<file path="config.mk">
export PLATFORM = sky130hd
export DESIGN_NAME = sig_stream_mux
export DESIGN_NICKNAME = d
export VERILOG_FILES = /design/src/rtl/sig_mux_pkg.sv /design/src/rtl/sig_bit_counter.sv /design/src/rtl/sig_chan_select.sv /design/src/rtl/sig_stream_mux.sv
export SDC_FILE = /design/constraint.sdc
export NUM_CORES = 1
export LEC_CHECK = 0
export BUFFER_PORTS_ARGS = -buffer_cell sky130_fd_sc_hd__buf_2
export CAP_MARGIN = 20
export CORE_AREA = 2 2 229 231
export CTS_CLUSTER_DIAMETER = 30
export DETAILED_ROUTE_END_ITERATION = 10
export DIE_AREA = 0 0 231 233
export GPL_ROUTABILITY_DRIVEN = 0
export PLACE_DENSITY_LB_ADDON = 0.08
export SYNTH_ARGS = -nofsm -noshare
export SYNTH_HDL_FRONTEND = slang
export SYNTH_HIERARCHICAL = 1
export SYNTH_SLANG_ARGS = --single-unit
</file>
<file path="constraint.sdc">
create_clock -name clk -period 9.4 [get_ports clk]
set_clock_uncertainty 0.05 [all_clocks]
set_input_delay 0.94 -clock clk [delete_from_list [all_inputs] [get_ports clk]]
set_output_delay 0.94 -clock clk [all_outputs]
set_load 0.05 [all_outputs]
</file>
<file path="src/rtl/sig_mux_pkg.sv">
package sig_mux_pkg;

    typedef enum logic [1:0] {
        MODE_T1_NIB = 2'd0,
        MODE_E1_NIB = 2'd1,
        MODE_T1_CC  = 2'd2,
        MODE_E1_CC  = 2'd3
    } sig_mode_e;

endpackage

</file>
<file path="src/rtl/sig_bit_counter.sv">
module sig_bit_counter #(
    parameter int unsigned CNT_W = 9
) (
    input  logic             clk,
    input  logic             rst_n,
    input  logic             frame_n,
    output logic [CNT_W-1:0] cnt_o,
    output logic [CNT_W-1:0] cnt_next_o
);

    typedef struct packed {
        logic [CNT_W-1:0] cnt;
    } cnt_state_t;

    cnt_state_t st_d, st_q;

    always_comb begin
        st_d = st_q;
        if (!frame_n) begin
            st_d.cnt = '0;
        end else begin
            st_d.cnt = st_q.cnt + 1'b1;
        end
    end

    always_ff @(posedge clk or negedge rst_n) begin
        if (!rst_n) begin
            st_q <= '0;
        end else begin
            st_q <= st_d;
        end
    end

    assign cnt_o      = st_q.cnt;
    assign cnt_next_o = st_d.cnt;

endmodule

</file>
<file path="src/rtl/sig_chan_select.sv">
module sig_chan_select
    import sig_mux_pkg::*;
#(
    parameter int unsigned NUM_CH = 32,
    parameter int unsigned T1_CH  = 24,
    parameter int unsigned CH_W   = 8,
    parameter int unsigned NIB_W  = 4,
    parameter int unsigned E1_TS_A = 15,
    parameter int unsigned E1_TS_B = 16,
    parameter int unsigned E1_TS_C = 31,
    localparam int unsigned TS_W  = $clog2(NUM_CH)
) (
    input  logic [TS_W-1:0]        ch_i,
    input  sig_mode_e              mode_i,
    input  logic                   en_i,
    input  logic [NUM_CH-1:0]      map_en_i,
    input  logic [NUM_CH*TS_W-1:0] map_dst_i,
    input  logic [NUM_CH*NIB_W-1:0] nib_i,
    input  logic [NUM_CH*CH_W-1:0] ts_i,
    output logic [CH_W-1:0]        data_o,
    output logic [CH_W-1:0]        mask_o
);

    localparam logic [CH_W-1:0] LO_MASK = CH_W'((1 << NIB_W) - 1);

    logic            hit;
    logic [TS_W-1:0] sel;
    logic            t1_ch_ok;

    assign t1_ch_ok = (int'(ch_i) < int'(T1_CH));

    function automatic logic eligible(input sig_mode_e m, input int t, input logic ch_ok);
        case (m)
            MODE_T1_CC: eligible = ch_ok && (t < int'(T1_CH));
            MODE_E1_CC: eligible = (t == int'(E1_TS_A)) || (t == int'(E1_TS_B)) ||
                                   (t == int'(E1_TS_C));
            default:    eligible = 1'b0;
        endcase
    endfunction

    // Scan downwards so the lowest matching timeslot is the last written.
    always_comb begin
        hit = 1'b0;
        sel = '0;
        for (int t = NUM_CH - 1; t >= 0; t--) begin
            if (eligible(mode_i, t, t1_ch_ok) && map_en_i[t] &&
                (map_dst_i[t*TS_W +: TS_W] == ch_i)) begin
                hit = 1'b1;
                sel = TS_W'(t);
            end
        end
    end

    always_comb begin
        data_o = '0;
        mask_o = '0;
        if (en_i) begin
            case (mode_i)
                MODE_T1_NIB: begin
                    if (t1_ch_ok) begin
                        data_o = CH_W'(nib_i[ch_i*NIB_W +: NIB_W]);
                        mask_o = LO_MASK;
                    end
                end
                MODE_E1_NIB: begin
                    data_o = CH_W'(nib_i[ch_i*NIB_W +: NIB_W]);
                    mask_o = LO_MASK;
                end
                default: begin
                    if (hit) begin
                        data_o = ts_i[sel*CH_W +: CH_W];
                        mask_o = '1;
                    end
                end
            endcase
        end
    end

endmodule

</file>
<file path="src/rtl/sig_stream_mux.sv">
module sig_stream_mux
    import sig_mux_pkg::*;
#(
    parameter int unsigned NUM_CH = 32,
    parameter int unsigned T1_CH  = 24,
    parameter int unsigned CH_W   = 8,
    parameter int unsigned NIB_W  = 4,
    localparam int unsigned TS_W  = $clog2(NUM_CH),
    localparam int unsigned BIT_W = $clog2(CH_W),
    localparam int unsigned CNT_W = TS_W + BIT_W + 1
) (
    input  logic                     clk,
    input  logic                     rst_n,
    input  logic                     frame_n,
    input  logic                     enable_i,
    input  logic [1:0]               mode_i,
    input  logic [NUM_CH-1:0]        map_en_i,
    input  logic [NUM_CH*TS_W-1:0]   map_dst_i,
    input  logic [NUM_CH*NIB_W-1:0]  nib_i,
    input  logic [NUM_CH*CH_W-1:0]   ts_i,
    output logic                     sdo_o,
    output logic                     oe_o
);

    typedef struct packed {
        sig_mode_e                mode;
        logic                     en;
        logic [NUM_CH-1:0]        men;
        logic [NUM_CH*TS_W-1:0]   dst;
    } cfg_t;

    typedef struct packed {
        cfg_t            cfg;
        logic [CH_W-1:0] shift;
        logic [CH_W-1:0] mask;
    } state_t;

    localparam int unsigned CFG_W = $bits(cfg_t);

    state_t st_d, st_q;
    cfg_t   cfg_n;

    logic [CNT_W-1:0] cnt_q;
    logic [CNT_W-1:0] cnt_nx;
    logic [TS_W-1:0]  ch_nx;
    logic             frame_start;
    logic             chan_start;
    logic             bit_start;
    logic [CH_W-1:0]  ld_data;
    logic [CH_W-1:0]  ld_mask;

    // Exposed for the bound checker.
    logic [1:0]       mode_act;
    logic             en_act;
    logic [CFG_W-1:0] cfg_flat;

    sig_bit_counter #(.CNT_W(CNT_W)) cnt_i (
        .clk       (clk),
        .rst_n     (rst_n),
        .frame_n   (frame_n),
        .cnt_o     (cnt_q),
        .cnt_next_o(cnt_nx)
    );

    assign ch_nx       = cnt_nx[CNT_W-1 -: TS_W];
    assign frame_start = (cnt_nx == '0);
    assign chan_start  = (cnt_nx[BIT_W:0] == '0);
    assign bit_start   = ~cnt_nx[0];

    always_comb begin
        cfg_n = st_q.cfg;
        if (frame_start) begin
            cfg_n.mode = sig_mode_e'(mode_i);
            cfg_n.en   = enable_i;
            cfg_n.men  = map_en_i;
            cfg_n.dst  = map_dst_i;
        end
    end

    sig_chan_select #(
        .NUM_CH(NUM_CH),
        .T1_CH (T1_CH),
        .CH_W  (CH_W),
        .NIB_W (NIB_W)
    ) sel_i (
        .ch_i     (ch_nx),
        .mode_i   (cfg_n.mode),
        .en_i     (cfg_n.en),
        .map_en_i (cfg_n.men),
        .map_dst_i(cfg_n.dst),
        .nib_i    (nib_i),
        .ts_i     (ts_i),
        .data_o   (ld_data),
        .mask_o   (ld_mask)
    );

    always_comb begin
        st_d     = st_q;
        st_d.cfg = cfg_n;
        if (chan_start) begin
            st_d.shift = ld_data;
            st_d.mask  = ld_mask;
        end else if (bit_start) begin
            st_d.shift = {st_q.shift[CH_W-2:0], 1'b0};
            st_d.mask  = {st_q.mask[CH_W-2:0], 1'b0};
        end
    end

    always_ff @(posedge clk or negedge rst_n) begin
        if (!rst_n) begin
            st_q <= '0;
        end else begin
            st_q <= st_d;
        end
    end

    assign sdo_o    = st_q.shift[CH_W-1] & st_q.mask[CH_W-1];
    assign oe_o     = st_q.mask[CH_W-1];
    assign mode_act = st_q.cfg.mode;
    assign en_act   = st_q.cfg.en;
    assign cfg_flat = st_q.cfg;

endmodule

</file>
After elaboration in Yosys (flattened, before gate mapping)
Cells that the tools add are included.
{"block": "word_totals", "in_bits": 582, "register_bits": 220, "out_inout_bits": 2, "word_cells": 161}
{"block": "classes", "reduce_logical": 53, "addsub": 1, "shifts": 2, "n_bitwise": 1, "order_cmp": 1, "mux": 65, "eq_ne": 29}
{"operator": "$shiftx 256x9->8", "n": 1}
{"operator": "$mux 195", "n": 1}
{"operator": "$shiftx 128x8->4", "n": 1}
{"operator": "$eq 5x5->1", "n": 25}
{"operator": "$mux 5", "n": 25}
{"operator": "$logic_and 1x1->1", "n": 50}
{"operator": "$mux 16", "n": 2}
{"operator": "$mux 8", "n": 4}
{"operator": "$pmux 8 s2", "n": 2}
{"operator": "$mux 1", "n": 27}
{"operator": "$add 9x1->9 const B", "n": 1}
{"operator": "$logic_not 9->1", "n": 1}
{"operator": "$mux 9", "n": 1}
{"operator": "$mux 4", "n": 2}
{"operator": "$lt 5x5->1 const B", "n": 1}
{"operator": "$eq 2x2->1 const B", "n": 2}
{"operator": "$logic_not 4->1", "n": 1}
{"operator": "$eq 2x1->1 const B", "n": 1}
{"operator": "$logic_not 2->1", "n": 1}
{"operator": "$ne 2x2->1 const B", "n": 1}
{"operator": "$pmux 1 s2", "n": 1}
{"operator": "$and 1x1->1", "n": 1}

Logic depth before layout (Yosys ltp)
{"block": "depth", "ltp_word": 38, "mapped_depth": 28, "ltp_nobuf": 20}

Cells and area by module
Netlist, hierarchy kept.
{"mod": "sig_stream_mux", "area_each_um2": 8049.0, "cells_each": 468, "seq_area_each_um2": 5280.1, "n_inst": 1}
{"mod": "sig_chan_select", "area_each_um2": 5885.6, "cells_each": 751, "seq_area_each_um2": 0.0, "n_inst": 1}
{"mod": "sig_bit_counter", "area_each_um2": 416.6, "cells_each": 39, "seq_area_each_um2": 225.2, "n_inst": 1}

Worst setup path after synthesis
OpenSTA, ideal clock, no wires.
{"block": "synth_path", "kind": "in2reg", "startpoint": "input frame_n", "endpoint": "register st_q[9] (netlist bit)", "cell_stages": 27, "n_path_buf": 10, "t_required_ns": 9.232, "slack_ns": 3.418, "arrival_ns": 5.814, "setup_ns": 0.118, "cell_sequence": "clkbuf_1 > nor2b_1 > buf_2 > nor4_4 > and3_1 > buf_4 > buf_6 > buf_6 > mux2_2 > and2b_2 > nand2_2 > buf_6 > buf_6 > nor4_1 > a21oi_1 > a211o_1 > a21o_1 > buf_2 > nand2_2 > buf_4 > buf_2 > mux2i_1 > o211ai_1 > nor3_1 > o32ai_1 > a22o_1 > a21o_1"}
{"item": "start: declaration", "line_no": "sig_stream_mux.sv:14", "source": "input logic frame_n,"}
{"item": "end signal: assignment", "line_no": "sig_stream_mux.sv:113", "source": "st_q <= st_d;"}
{"item": "end: declaration", "line_no": "sig_stream_mux.sv:40", "source": "state_t st_d, st_q;"}

==> impl.org <==
** Finish
- Multi-input gate area in the final layout :: 7650 µm²
- The filler cells instantiated in the layout total 5403.
- The sequential cells in the finished layout cover a total of 4450 µm².
- For this run, the number of standard cells in the final layout without fillers is 2375.
- The final layout contains 2253 nets.
- Ratio of cells with drive above 1 in the final layout :: 45.5%
- Layout Area Growth over Synthesis :: 30.7%

** Clocking
- CTS saw 178 sinks.
- CTS placed an instance of clkbuf_16 at the clock tree root.
- At the later pin of the worst-skew pair, clock insertion delay measures 450 ps.
- Setup bufs post-CTS :: 0
- CTS built an H-tree with a depth of 4.
- Num CTS Buffers :: 17
- Clk buf depth :: 2
- Post-CTS repair changed the size of 0 cells.
- Buffers inserted to repair hold after CTS numbered 0.
- TritonCTS built the clock tree.
- Clock-pin slew was measured on the worst setup and hold paths at 70 ps.

** STA
- Setup TNS Final :: 0 ps
- The number of failing hold endpoints at the final stage came to 0.
- Static timing analysis puts the maximum clock frequency at 131 MHz.
- Headroom to the max-slew limit came out at 31.0%.
- For the pin with the worst max-slew slack, the measured transition is 1020 ps.
- Setup repair after global routing missed its margin :: no
- Count of pins over their slew limit :: 0
- Of the available clock period, the critical path in the final layout requires 81.0%.
- Final setup viols :: 0
- Final critical-path required period :: 7620 ps

** Global routing
- Antenna violations before repair :: 36
- The via count of the first global-routing pass is 12277.
- Wire length of the first global-routing pass :: 83900 µm
- Global routing used 21.9% of the available tracks.
- Entering global routing, the biggest net connects 126 pins.
- Final global-route overflow total :: 0

** Synth
- Dividing the synthesized area by the synthesized cell count gives 10.9 µm².
- The Yosys step of the flow raised 6 warnings.
- Gate count of the mapped netlist :: 1171
- Synthesis produced a netlist with a net count of 1754.
- The mapped netlist covers 12800 µm².

** Critical path
- R2R Path End :: st_q[10]
- The number of cells on the worst reg-to-reg path is 20.
- In this run the worst setup path terminates at st_q[10].
- Data arrives at the worst endpoint at 7910 ps.
- Setup Crit Path Kind :: in -> reg
- Required arrival time at the worst endpoint :: 9690 ps
- In this run the worst path has a maximum fanout of 125.
- STA classifies the critical path endpoint as a register.
- Setup slack of the worst register-to-register path :: 1960 ps
- The worst setup path is launched from a primary input.
- Worst reg2reg path startpoint :: cnt_i/cnt_o[0]
- The critical path starts at frame_n.

** Pwr
- Per report_power, the clock group accounts for 28.1% of the total.
- Cell-internal power :: 1850 µW
- In this run the power density over the cells is 166 nW/µm².
- Worst vdd rail ir drop :: 0.118 mV
- Sw Ratio :: 33.3%
- Switching power :: 923 µW
- Reg power frac :: 34.7%
- In this run the static leakage power is 0.00736 µW.
- Combinational cell fraction of total power :: 37.2%

** Die
- Row count :: 83
- Once the floorplan was initialized, standard cells occupied 25.0% of the core.
- Number of primary I/O pins :: 584
- The die covers 53800 µm².
- The floorplan step defined a core boundary enclosing 51100 µm².
- The floorplan step set the die width to 231 µm.
- Die boundary height :: 233 µm

** Run status
- The run finished with clean final reports.

** Run
- The tool flagged a number of max-cap violations equal to 0.

** Routing
- The final route contains 11958 vias.
- The pre-antenna-repair detailed-routing pass consisted of 5 iterations.
- Final wirelength :: 60200 µm
- The detailed router finished its first iteration with 645 violations.
- In the final routed layout, each cell accounts on average for 25.4 µm.
- After detailed routing, the number of vias per cell comes to 5.03.
- The detail route stage leaves a number of antenna-violating nets equal to 0.
- After detailed routing, the number of remaining DRC violations is 0.

** Min path
- Class of the tightest hold or removal check :: reg -> reg

** Placement
- Placed instance count :: 2329
- HPWL reported at the end of detailed placement :: 47500 µm
- In this run the tool buffered the top-level ports with 541 buffer cells.
layout by cell type (no fill, tap or decap), drive strengths merged, types with 22 or more instances in the layout:
cell type	n
a211oi	38
nand2	76
xor2	47
mux2	154
nor4	38
buf	579
xnor2	78
nor2	22
o21ai	23
clkbuf	22
a21oi	34
dfrtp	178
and3	38
mux4	42
mux2i	51
metrics by stage:
step	power (µW)	instance area (µm²)	hold slack [ps]	utilization, %	setup WS, ps
final	2770	16700	432	32.7	1780
after global routing	2930	16700	451	32.7	1400
after CTS	2800	16600	434	32.6	1830
after detailed placement	2010	16000	417	31.3	1340
after global placement	2000	16000	410	31.3	1420
after floorplan	1660	12800	400	-	3450
layout make-up:
class	instances	area share (%)
clock inverter	9	0.928
sequential	178	26.6
tap	680	5.09
antenna	14	0.210
timing repair buffer	580	18.4
clock buffer	21	2.81
multi-input combinational	885	45.8
inverter	8	0.180
state kept, by name, summed over array words and instances, names as in the netlist:
signal / cells
mode_act: 2
oe_o: 1
cfg_flat: 150
st_q: 15
en_act: 1
cnt_i/cnt_o: 9
worst min-delay path by stage:
stage               startpoint      end  slack, ps  cells past startpoint
floorplan              st_q[6]     oe_o        400                      1
global placement       st_q[5]  st_q[6]        410                      1
detailed placement     st_q[0]  st_q[1]        420                      1
CTS                    st_q[5]  st_q[6]        430                      1
global route           st_q[4]  st_q[5]        450                      1
finish                 st_q[5]  st_q[6]        430                      1
metal layers:
layer,share of wire (%),track usage (%),vias to the layer above
met5,0.11,0,-
met1,41,26.7,5969
li1,-,-,5459
met2,51,38.3,431
met3,4.6,3.47,89
met4,3.1,8.67,10
worst max-delay path, cell delays in order:
cell	delay [ps]
buf_2	160
nor2b_1	150
buf_4	210
nor4_4	280
buf_4	290
and3_4	430
buf_12	550
mux2_1	420
xnor2_1	140
nand4_1	140
nor4_1	580
nor3_1	190
o311ai_1	740
a22oi_2	340
nand2_1	690
o22ai_1	240
nor4_1	440
buf_4	230
o311ai_0	180
a22o_1	260
a21o_1	150
power groups by stage:
| stage | logic, µW | registers (µW) | clock network, µW |
|---|---|---|---|
| CTS | 1030 | 963 | 806 |
| floorplan | 693 | 969 | 0 |
| global placement | 1020 | 974 | 0 |
| finish | 1030 | 961 | 780 |
| global route | 1120 | 980 | 836 |
| detailed placement | 1030 | 979 | 0 |
No activity file was read; power rests on OpenSTA's default activity.
